## config.mk

```make
export PLATFORM = sky130hd
export DESIGN_NAME = memwin_bridge
export DESIGN_NICKNAME = d
export VERILOG_FILES = /design/src/rtl/memwin_pkg.sv /design/src/rtl/memwin_decode.sv /design/src/rtl/memwin_ctrl.sv /design/src/rtl/memwin_rcap.sv /design/src/rtl/memwin_bridge.sv
export SDC_FILE = /design/constraint.sdc
export NUM_CORES = 1
export LEC_CHECK = 0
export BUFFER_PORTS_ARGS = -buffer_cell sky130_fd_sc_hd__buf_2
export CORE_MARGIN = 3
export CORE_UTILIZATION = 30
export CTS_BUF_LIST = sky130_fd_sc_hd__clkbuf_8
export DETAILED_ROUTE_END_ITERATION = 6
export PLACE_DENSITY = 0.65
export SETUP_SLACK_MARGIN = 0.15
export SYNTH_ARGS = -nofsm -noshare
export SYNTH_HDL_FRONTEND = slang
export SYNTH_SLANG_ARGS = --single-unit
```

## constraint.sdc

```tcl
create_clock -name clk -period 4.35 [get_ports clk]
set_input_delay 0.6525 -clock clk [delete_from_list [all_inputs] [get_ports clk]]
set_output_delay 0.6525 -clock clk [all_outputs]
set_load 0.02 [all_outputs]
```

## src/rtl/memwin_pkg.sv

```systemverilog
package memwin_pkg;

    localparam int DATA_W = 32;
    localparam int STRB_W = DATA_W / 8;

    typedef enum logic [1:0] {
        MODE_RW = 2'd0,
        MODE_WO = 2'd1,
        MODE_RO = 2'd2
    } mode_e;

    typedef enum logic [1:0] {
        RSP_OKAY   = 2'b00,
        RSP_DECERR = 2'b11
    } rsp_e;

    typedef enum logic [2:0] {
        ST_IDLE = 3'd0,
        ST_WACK = 3'd1,
        ST_RD1  = 3'd2,
        ST_RD2  = 3'd3,
        ST_RACK = 3'd4
    } state_e;

    // Byte enables that may reach the RAM for a given mode and decode result
    function automatic logic [STRB_W-1:0] gate_wen(mode_e m, logic hit, logic [STRB_W-1:0] strb);
        return (hit && m != MODE_RO) ? strb : '0;
    endfunction

    function automatic logic read_allowed(mode_e m, logic hit);
        return hit && (m != MODE_WO);
    endfunction

endpackage

```

## src/rtl/memwin_decode.sv

```systemverilog
module memwin_decode #(
    parameter int                ADDR_W = 16,
    parameter int                DEPTH  = 16,
    parameter logic [ADDR_W-1:0] BASE   = 16'h0100,
    localparam int               IDX_W  = (DEPTH > 1) ? $clog2(DEPTH) : 1
) (
    input  logic [ADDR_W-1:0] addr,
    output logic              hit,
    output logic [IDX_W-1:0]  idx
);
    localparam logic [ADDR_W:0] SPAN = (ADDR_W+1)'(4 * DEPTH);

    logic [ADDR_W-1:0] off;

    always_comb begin
        off = addr - BASE;
        hit = (addr >= BASE) && ({1'b0, off} < SPAN);
        idx = off[IDX_W+1:2];
    end
endmodule

```

## src/rtl/memwin_ctrl.sv

```systemverilog
module memwin_ctrl
    import memwin_pkg::*;
#(
    parameter int    IDX_W = 4,
    parameter mode_e MODE  = MODE_RW
) (
    input  logic              clk,
    input  logic              rst,
    input  logic              wr_req,
    input  logic              wr_hit,
    input  logic [IDX_W-1:0]  wr_idx,
    input  logic [DATA_W-1:0] wr_data,
    input  logic [STRB_W-1:0] wr_strb,
    input  logic              rd_req,
    input  logic              rd_hit,
    input  logic [IDX_W-1:0]  rd_idx,
    output logic              req_ready,
    output logic              wr_done,
    output logic [1:0]        wr_resp,
    output logic              rd_done,
    output logic [1:0]        rd_resp,
    output logic              cap_en,
    output logic              rd_keep,
    output logic [IDX_W-1:0]  mem_addr,
    output logic [DATA_W-1:0] mem_wdata,
    output logic [STRB_W-1:0] mem_wen
);
    state_e state;
    rsp_e   wr_rsp_q, rd_rsp_q;
    logic   rd_hit_q;

    always_ff @(posedge clk) begin
        if (rst) begin
            state     <= ST_IDLE;
            mem_addr  <= '0;
            mem_wdata <= '0;
            mem_wen   <= '0;
            wr_rsp_q  <= RSP_OKAY;
            rd_rsp_q  <= RSP_OKAY;
            rd_hit_q  <= 1'b0;
        end else begin
            mem_wen <= '0;
            unique case (state)
                ST_IDLE: begin
                    if (wr_req) begin
                        mem_addr  <= wr_idx;
                        mem_wdata <= wr_data;
                        mem_wen   <= gate_wen(MODE, wr_hit, wr_strb);
                        wr_rsp_q  <= wr_hit ? RSP_OKAY : RSP_DECERR;
                        state     <= ST_WACK;
                    end else if (rd_req) begin
                        mem_addr  <= rd_idx;
                        rd_hit_q  <= rd_hit;
                        rd_rsp_q  <= rd_hit ? RSP_OKAY : RSP_DECERR;
                        state     <= ST_RD1;
                    end
                end
                ST_WACK: state <= ST_IDLE;
                ST_RD1:  state <= ST_RD2;
                ST_RD2:  state <= ST_RACK;
                ST_RACK: state <= ST_IDLE;
                default: state <= ST_IDLE;
            endcase
        end
    end

    always_comb begin
        req_ready = (state == ST_IDLE);
        wr_done   = (state == ST_WACK);
        rd_done   = (state == ST_RACK);
        wr_resp   = wr_rsp_q;
        rd_resp   = rd_rsp_q;
        cap_en    = (state == ST_RD2);
        rd_keep   = read_allowed(MODE, rd_hit_q);
    end

    // byte enables last a single cycle
    a_r3_wen_single: assert property (@(posedge clk) disable iff (rst)
        (|mem_wen) |=> (mem_wen == '0));
    // RAM write coincides with the write completion
    a_r3_wen_with_done: assert property (@(posedge clk) disable iff (rst)
        (|mem_wen) |-> wr_done);
    // no new acceptance while a completion is shown
    a_r9_busy_on_done: assert property (@(posedge clk) disable iff (rst)
        (wr_done || rd_done) |-> !req_ready);
endmodule

```

## src/rtl/memwin_rcap.sv

```systemverilog
module memwin_rcap
    import memwin_pkg::*;
(
    input  logic              clk,
    input  logic              rst,
    input  logic              cap_en,
    input  logic              keep,
    input  logic [DATA_W-1:0] mem_rdata,
    output logic [DATA_W-1:0] rd_data
);
    always_ff @(posedge clk) begin
        if (rst)
            rd_data <= '0;
        else if (cap_en)
            rd_data <= keep ? mem_rdata : '0;
    end
endmodule

```

## src/rtl/memwin_bridge.sv

```systemverilog
module memwin_bridge
    import memwin_pkg::*;
#(
    parameter int                ADDR_W = 16,
    parameter int                DEPTH  = 16,
    parameter logic [ADDR_W-1:0] BASE   = 16'h0100,
    parameter mode_e             MODE   = MODE_RW,
    localparam int               IDX_W  = (DEPTH > 1) ? $clog2(DEPTH) : 1
) (
    input  logic              clk,
    input  logic              rst,
    input  logic              wr_req,
    input  logic [ADDR_W-1:0] wr_addr,
    input  logic [31:0]       wr_data,
    input  logic [3:0]        wr_strb,
    input  logic              rd_req,
    input  logic [ADDR_W-1:0] rd_addr,
    output logic              req_ready,
    output logic              wr_done,
    output logic [1:0]        wr_resp,
    output logic              rd_done,
    output logic [1:0]        rd_resp,
    output logic [31:0]       rd_data,
    output logic [IDX_W-1:0]  mem_addr,
    output logic [31:0]       mem_wdata,
    output logic [3:0]        mem_wen,
    input  logic [31:0]       mem_rdata
);
    logic             wr_hit, rd_hit, cap_en, rd_keep;
    logic [IDX_W-1:0] wr_idx, rd_idx;

    memwin_decode #(.ADDR_W(ADDR_W), .DEPTH(DEPTH), .BASE(BASE)) u_wdec (
        .addr(wr_addr), .hit(wr_hit), .idx(wr_idx)
    );

    memwin_decode #(.ADDR_W(ADDR_W), .DEPTH(DEPTH), .BASE(BASE)) u_rdec (
        .addr(rd_addr), .hit(rd_hit), .idx(rd_idx)
    );

    memwin_ctrl #(.IDX_W(IDX_W), .MODE(MODE)) u_ctrl (
        .clk(clk), .rst(rst),
        .wr_req(wr_req), .wr_hit(wr_hit), .wr_idx(wr_idx),
        .wr_data(wr_data), .wr_strb(wr_strb),
        .rd_req(rd_req), .rd_hit(rd_hit), .rd_idx(rd_idx),
        .req_ready(req_ready), .wr_done(wr_done), .wr_resp(wr_resp),
        .rd_done(rd_done), .rd_resp(rd_resp),
        .cap_en(cap_en), .rd_keep(rd_keep),
        .mem_addr(mem_addr), .mem_wdata(mem_wdata), .mem_wen(mem_wen)
    );

    memwin_rcap u_rcap (
        .clk(clk), .rst(rst), .cap_en(cap_en), .keep(rd_keep),
        .mem_rdata(mem_rdata), .rd_data(rd_data)
    );

    // read completion two cycles after the address cycle
    a_r5_read_latency: assert property (@(posedge clk) disable iff (rst)
        (req_ready && rd_req && !wr_req) |=> !rd_done ##1 !rd_done ##1 rd_done);
    // accepted request takes the bridge out of idle
    a_r9_busy_after_accept: assert property (@(posedge clk) disable iff (rst)
        (req_ready && (rd_req || wr_req)) |=> !req_ready);
    // read-only window never enables a RAM byte
    a_r7_ro_no_wen: assert property (@(posedge clk) disable iff (rst)
        (MODE == MODE_RO && wr_done) |-> (mem_wen == '0));
    // decode error writes never touch the RAM
    a_r8_decerr_no_wen: assert property (@(posedge clk) disable iff (rst)
        (wr_done && wr_resp == RSP_DECERR) |-> (mem_wen == '0));
    // write-only window reads back zero
    a_r6_wo_zero: assert property (@(posedge clk) disable iff (rst)
        (MODE == MODE_WO && rd_done) |-> (rd_data == '0));
endmodule

```

==> reports/metrics.csv, run 1 <==
metric,value,unit
slew_violations,0,
setup_ws,2140,ps
drive_above_1_share,0.449,
track_usage,0.134,
place.gp.congestion,0.702,
fin_crit_sh,0.508,
nets,551,
grt_setup_unrepaired,no,
finClkSkew,10.6,ps
synth.top_cell.area_share,0.569,
min_from,u_ctrl.mem_wdata[2],
postSynthCellCount,279,
whs,454,ps
path_clk_slew,80,ps
peakVddDrop,0.207,mV
setup_viol,0,
power_density,410,mW/mm^2
power.leakage,1.94,nW
portBuffers,178,
critPathArrivalTime,1560,ps
cts_made_buffers,9,
post_drt_wl_per_cell,12.7,um
reg2reg_to,u_ctrl.wr_resp[0],
initial_core_util,0.311,
dr.pass1.iters,4,
die_area,0.0103,mm^2
finalHoldViolations,0,
cts_root_buf,clkbuf_8,
syn_area,0.00274,mm^2
worstSetupEndpointType,output port,
cts_tree,yes,
hold_end,u_ctrl.mem_wdata[2],
vias_per_cell,4.51,
clock.fmax,0.452,GHz
io_pins,183,
max_slew_margin,0.410,
tightest_slew,885,ps
crit_type,reg -> out,
regArea,0.00156,mm^2
status,finished clean,
syn_nets,383,
grt_pass1_vias,2349,
antenna_cells,0,
drt_wl_total,7090,um
cts_setup_buffers,0,
ys_ff_latch,78,
overflow,0,
cts.path.max_buffers,2,
worst_setup_path_start_kind,register,
numClockSinks,78,
reg2reg_slack,2750,ps
drt_iter0_drc,71,
cap_violations,0,
drc,0,
grt_max_degree,48,
area_delta_synth_final,42.5,%
ys_types,33,
min_path_cells,2,
synth_warnings,0,
multi_input_area,0.00104,mm^2
cts_max_level,3,
antenna_found_initial,0,
pre_cts_slack,2080,ps
reg2reg_from,u_ctrl.state[2],
post-route-min-period,2210,ps
num_rows,34,
syn_avg_cell_area,9.83,um^2
dieHeight,102,um
dp_hpwl,5180,um
clk_latency,340,ps
synth_seq_area_share,0.569,
finalSetupTns,0,ps
grt_pass1_wl,10900,um
core_area,0.00881,mm^2
fill_cells,872,
yosysTopAreaCell,dfxtp_1,
hold_buffers,0,
vias,2525,
required,3700,ps
cts-resized-gates,0,
hold_path.class,reg -> reg,
netlist_top_cells_area,"dfxtp_1, a22o_1, nand2_1",
crit_fanout,9,
ant_nets,0,
die_w,102,um
r2r_cells,3,
[kinds of logic after synthesis]
family,Yosys count,synth area share
multiplexers,4,0.0146
AND/OR/NAND/NOR,89,0.159
buffers and inverters,28,0.0547
AO/OA/AOI/OAI,80,0.202
flip-flops,78,0.569
[state kept, by name (all words and copies together) (netlist names)]
name,cells
u_ctrl.mem_addr,4
u_ctrl.mem_wdata,32
u_ctrl.mem_wen,4
u_ctrl.rd_keep,1
u_ctrl.rd_resp,1
u_ctrl.state,3
u_ctrl.wr_resp,1
u_rcap.rd_data,32
[cells in the mapped netlist]
cell type,instances
a22o_1,32
nor4_1,7
a21oi_2,1
and3b_1,1
nor4b_2,1
buf_4,3
or2_2,1
mux2i_1,4
o21ba_2,1
a21o_1,1
a21bo_2,1
nand4_1,1
o21a_1,3
nand3_1,1
nor2_1,1
nor4b_4,1
inv_1,5
dfxtp_1,78
a211oi_1,4
clkbuf_1,7
nor3b_1,2
and2_1,1
or4b_4,1
nor3_2,1
a21oi_1,37
nor4bb_1,1
nor3_1,2
nand2_1,65
buf_2,9
nor4b_1,1
buf_1,1
buf_6,3
nor2b_1,1
[placed cells by master, fill, tap and decap left out, drive strengths merged, types with 2 or more instances in the layout]
cell	synthesis	layout
nor4	7	7
nor3b	2	2
clkbuf	7	10
inv	5	6
a211oi	4	4
o21a	3	3
a21oi	38	38
buf	16	180
nand2	65	65
bufinv	0	3
dfxtp	78	78
mux2i	4	4
a22o	32	32
nor3	3	3
nor4b	3	3
[critical path, cell delays in order, from the launching register on]
cell,delay [ps]
dfxtp_1,440
nor3_2,500
buf_2,270
[worst max path at each step]
stage	slack, ps	depth (start not counted)	from	to
detailed placement	2080	3	rst	u_rcap.rd_data[19]
finish	2140	2	u_ctrl.state[2]	req_ready
floorplan	2570	6	wr_req	u_ctrl.mem_wdata[10]
global placement	2120	3	rst	u_rcap.rd_data[16]
global route	2070	2	u_ctrl.state[0]	req_ready
CTS	2140	2	u_ctrl.state[2]	req_ready
[stage by stage]
stage / power, mW / utilization / area, um^2 / std cells
after floorplan: 0.889 / - / 2740 / 279
after global placement: 0.965 / 0.416 / 3660 / 544
after detailed placement: 0.970 / 0.416 / 3660 / 544
after CTS: 1.63 / 0.444 / 3910 / 560
after global routing: 1.68 / 0.444 / 3910 / 560
final: 1.60 / 0.444 / 3910 / 560
[routing by layer]
layer / part of all wire / track usage
met1: 0.44 / 0.156
met2: 0.45 / 0.218
met3: 0.099 / 0.0599
met4: 0.011 / 0.0460
met5: 0 / 0
[report_power, final]
group          internal (mW)  switching, mW
Clock                  0.396          0.256
Sequential             0.741         0.0160
Combinational         0.0793          0.114
[final cells by class]
type	count	area share
Clock buffer	10	0.0352
Multi-Input combinational cell	173	0.266
Sequential cell	78	0.399
Timing Repair Buffer	180	0.232
Tap cell	108	0.0346
Inverter	5	0.00480
Clock inverter	6	0.0282
No activity file was read; power rests on OpenSTA's default activity.
==> inputs of run 2 (changes only) <==
==> constraint.sdc (replaced) <==
create_clock -name clk -period 2.27 [get_ports clk]
set_input_delay 0.3405 -clock clk [delete_from_list [all_inputs] [get_ports clk]]
set_output_delay 0.3405 -clock clk [all_outputs]
set_load 0.02 [all_outputs]
==> run 2 against run 1 <==
Net effect:
- register-to-register slack worse by 2100 ps
- first-iteration DRC count down 17%
- clock skew down 1.4 ps
- clock-buffer cell count up 1
- largest cell class unchanged
==> reports/metrics.csv, run 2 (same netlist as run 1, synthesis figures left out) <==
metric,value,unit
cts_setup_buffers,0,
worstSetupEndpointType,output port,
whs,204,ps
min_path_cells,2,
cp_cell_sequence,nor3_2 > buf_2,
post-route-min-period,1870,ps
reg2reg_slack,690,ps
post_drt_wl_per_cell,12.8,um
cts.path.max_buffers,2,
cts_max_level,3,
drc,0,
die_w,102,um
reg2reg_from,u_ctrl.state[2],
critPathBufInv,1,
fill_cells,891,
power.total,2.77,mW
core_area,0.00881,mm^2
clock.fmax,0.536,GHz
regArea,0.00156,mm^2
vias,2536,
cts_root_buf,clkbuf_8,
cts_tree,yes,
clk_latency,340,ps
multi_input_area,0.00104,mm^2
crit_slowest_cell,nor3_2,
drt_iter0_drc,59,
power_density,719,mW/mm^2
finalHoldViolations,0,
hold_end,u_rcap.rd_data[7],
antenna_cells,0,
cap_violations,0,
grt_max_degree,39,
r2r_cells,3,
slew_violations,0,
place.gp.congestion,0.704,
crit_family,simple AND/OR/NAND/NOR gates,
area_delta_synth_final,40.6,%
path_clk_slew,80,ps
finClkSkew,9.16,ps
setup_viol,0,
peakVddDrop,0.295,mV
cts_made_buffers,9,
post-route-util,0.438,
hold_buffers,0,
numClockSinks,78,
postPlaceCellArea,0.00367,mm^2
min_from,mem_rdata[7],
track_usage,0.137,
critPathArrivalTime,1530,ps
ant_nets,0,
dp_hpwl,5280,um
finalSetupTns,0,ps
power.leakage,1.91,nW
final_cell_mix,"buf_2, dfxtp_1, nand2_1, a21oi_1, a22o_1",
dr.pass1.iters,4,
grt_pass1_wl,11100,um
drive_above_1_share,0.450,
required,1930,ps
vias_per_cell,4.52,
grt_pass1_vias,2490,
die_area,0.0103,mm^2
max_slew_margin,0.566,
crit_fanout,9,
grt_setup_unrepaired,no,
nets,552,
critPathMaxStageDelay,480,ps
initial_core_util,0.311,
io_pins,183,
num_rows,34,
cts-resized-gates,0,
drt_wl_total,7160,um
dieHeight,102,um
overflow,0,
tightest_slew,652,ps
reg_top3,"u_ctrl.mem_wdata x32, u_rcap.rd_data x32",
worst_setup_path_start_kind,register,
final_common_cell,buf_2,
antenna_found_initial,0,
final_area,0.00385,mm^2
fin_crit_sh,0.823,
crit_type,reg -> out,
portBuffers,178,
reg2reg_to,u_ctrl.wr_resp[0],
status,finished clean,
hold_path.class,in -> reg,
run 2: area by class of cell:
cell class,instances,share of cell area
Sequential cell,78,0.405
Multi-Input combinational cell,173,0.270
Timing Repair Buffer,181,0.237
Clock buffer,11,0.0393
Tap cell,108,0.0351
Clock inverter,5,0.00909
Inverter,5,0.00487
run 2: per-layer routing:
layer / track usage / share of wire
met5: 0 / 0
met4: 0.0491 / 0.013
met3: 0.0606 / 0.11
met2: 0.231 / 0.46
met1: 0.152 / 0.42
run 2: worst reg2reg max path, cell delays in order, from the launching register on:
cell     delay, ps
dfxtp_1        440
or4b_4         750
a21oi_2        230
o21a_1         120
run 2: through the flow:
step	setup slack, ps	instances
finish	403	561
global route	323	561
CTS	392	561
detailed placement	598	545
global placement	605	545
floorplan	807	279
run 2: where the power goes:
part	switching, mW	leakage [nW]	internal, mW
Clock	0.499	0.0890	0.455
Combinational	0.217	1.18	0.153
Sequential	0.0305	0.635	1.42
Total	0.746	1.91	2.03
run 2: worst max-delay path by stage:
stage                                from                    to  slack (ps)  cells past startpoint
after global placement             wr_req     u_ctrl.wr_resp[0]         610                      4
after floorplan                    wr_req  u_ctrl.mem_wdata[10]         810                      6
after CTS                 u_ctrl.state[2]             req_ready         390                      2
after global routing      u_ctrl.state[2]             req_ready         320                      2
after detailed placement           wr_req     u_ctrl.wr_resp[0]         600                      4
final                     u_ctrl.state[2]             req_ready         400                      2
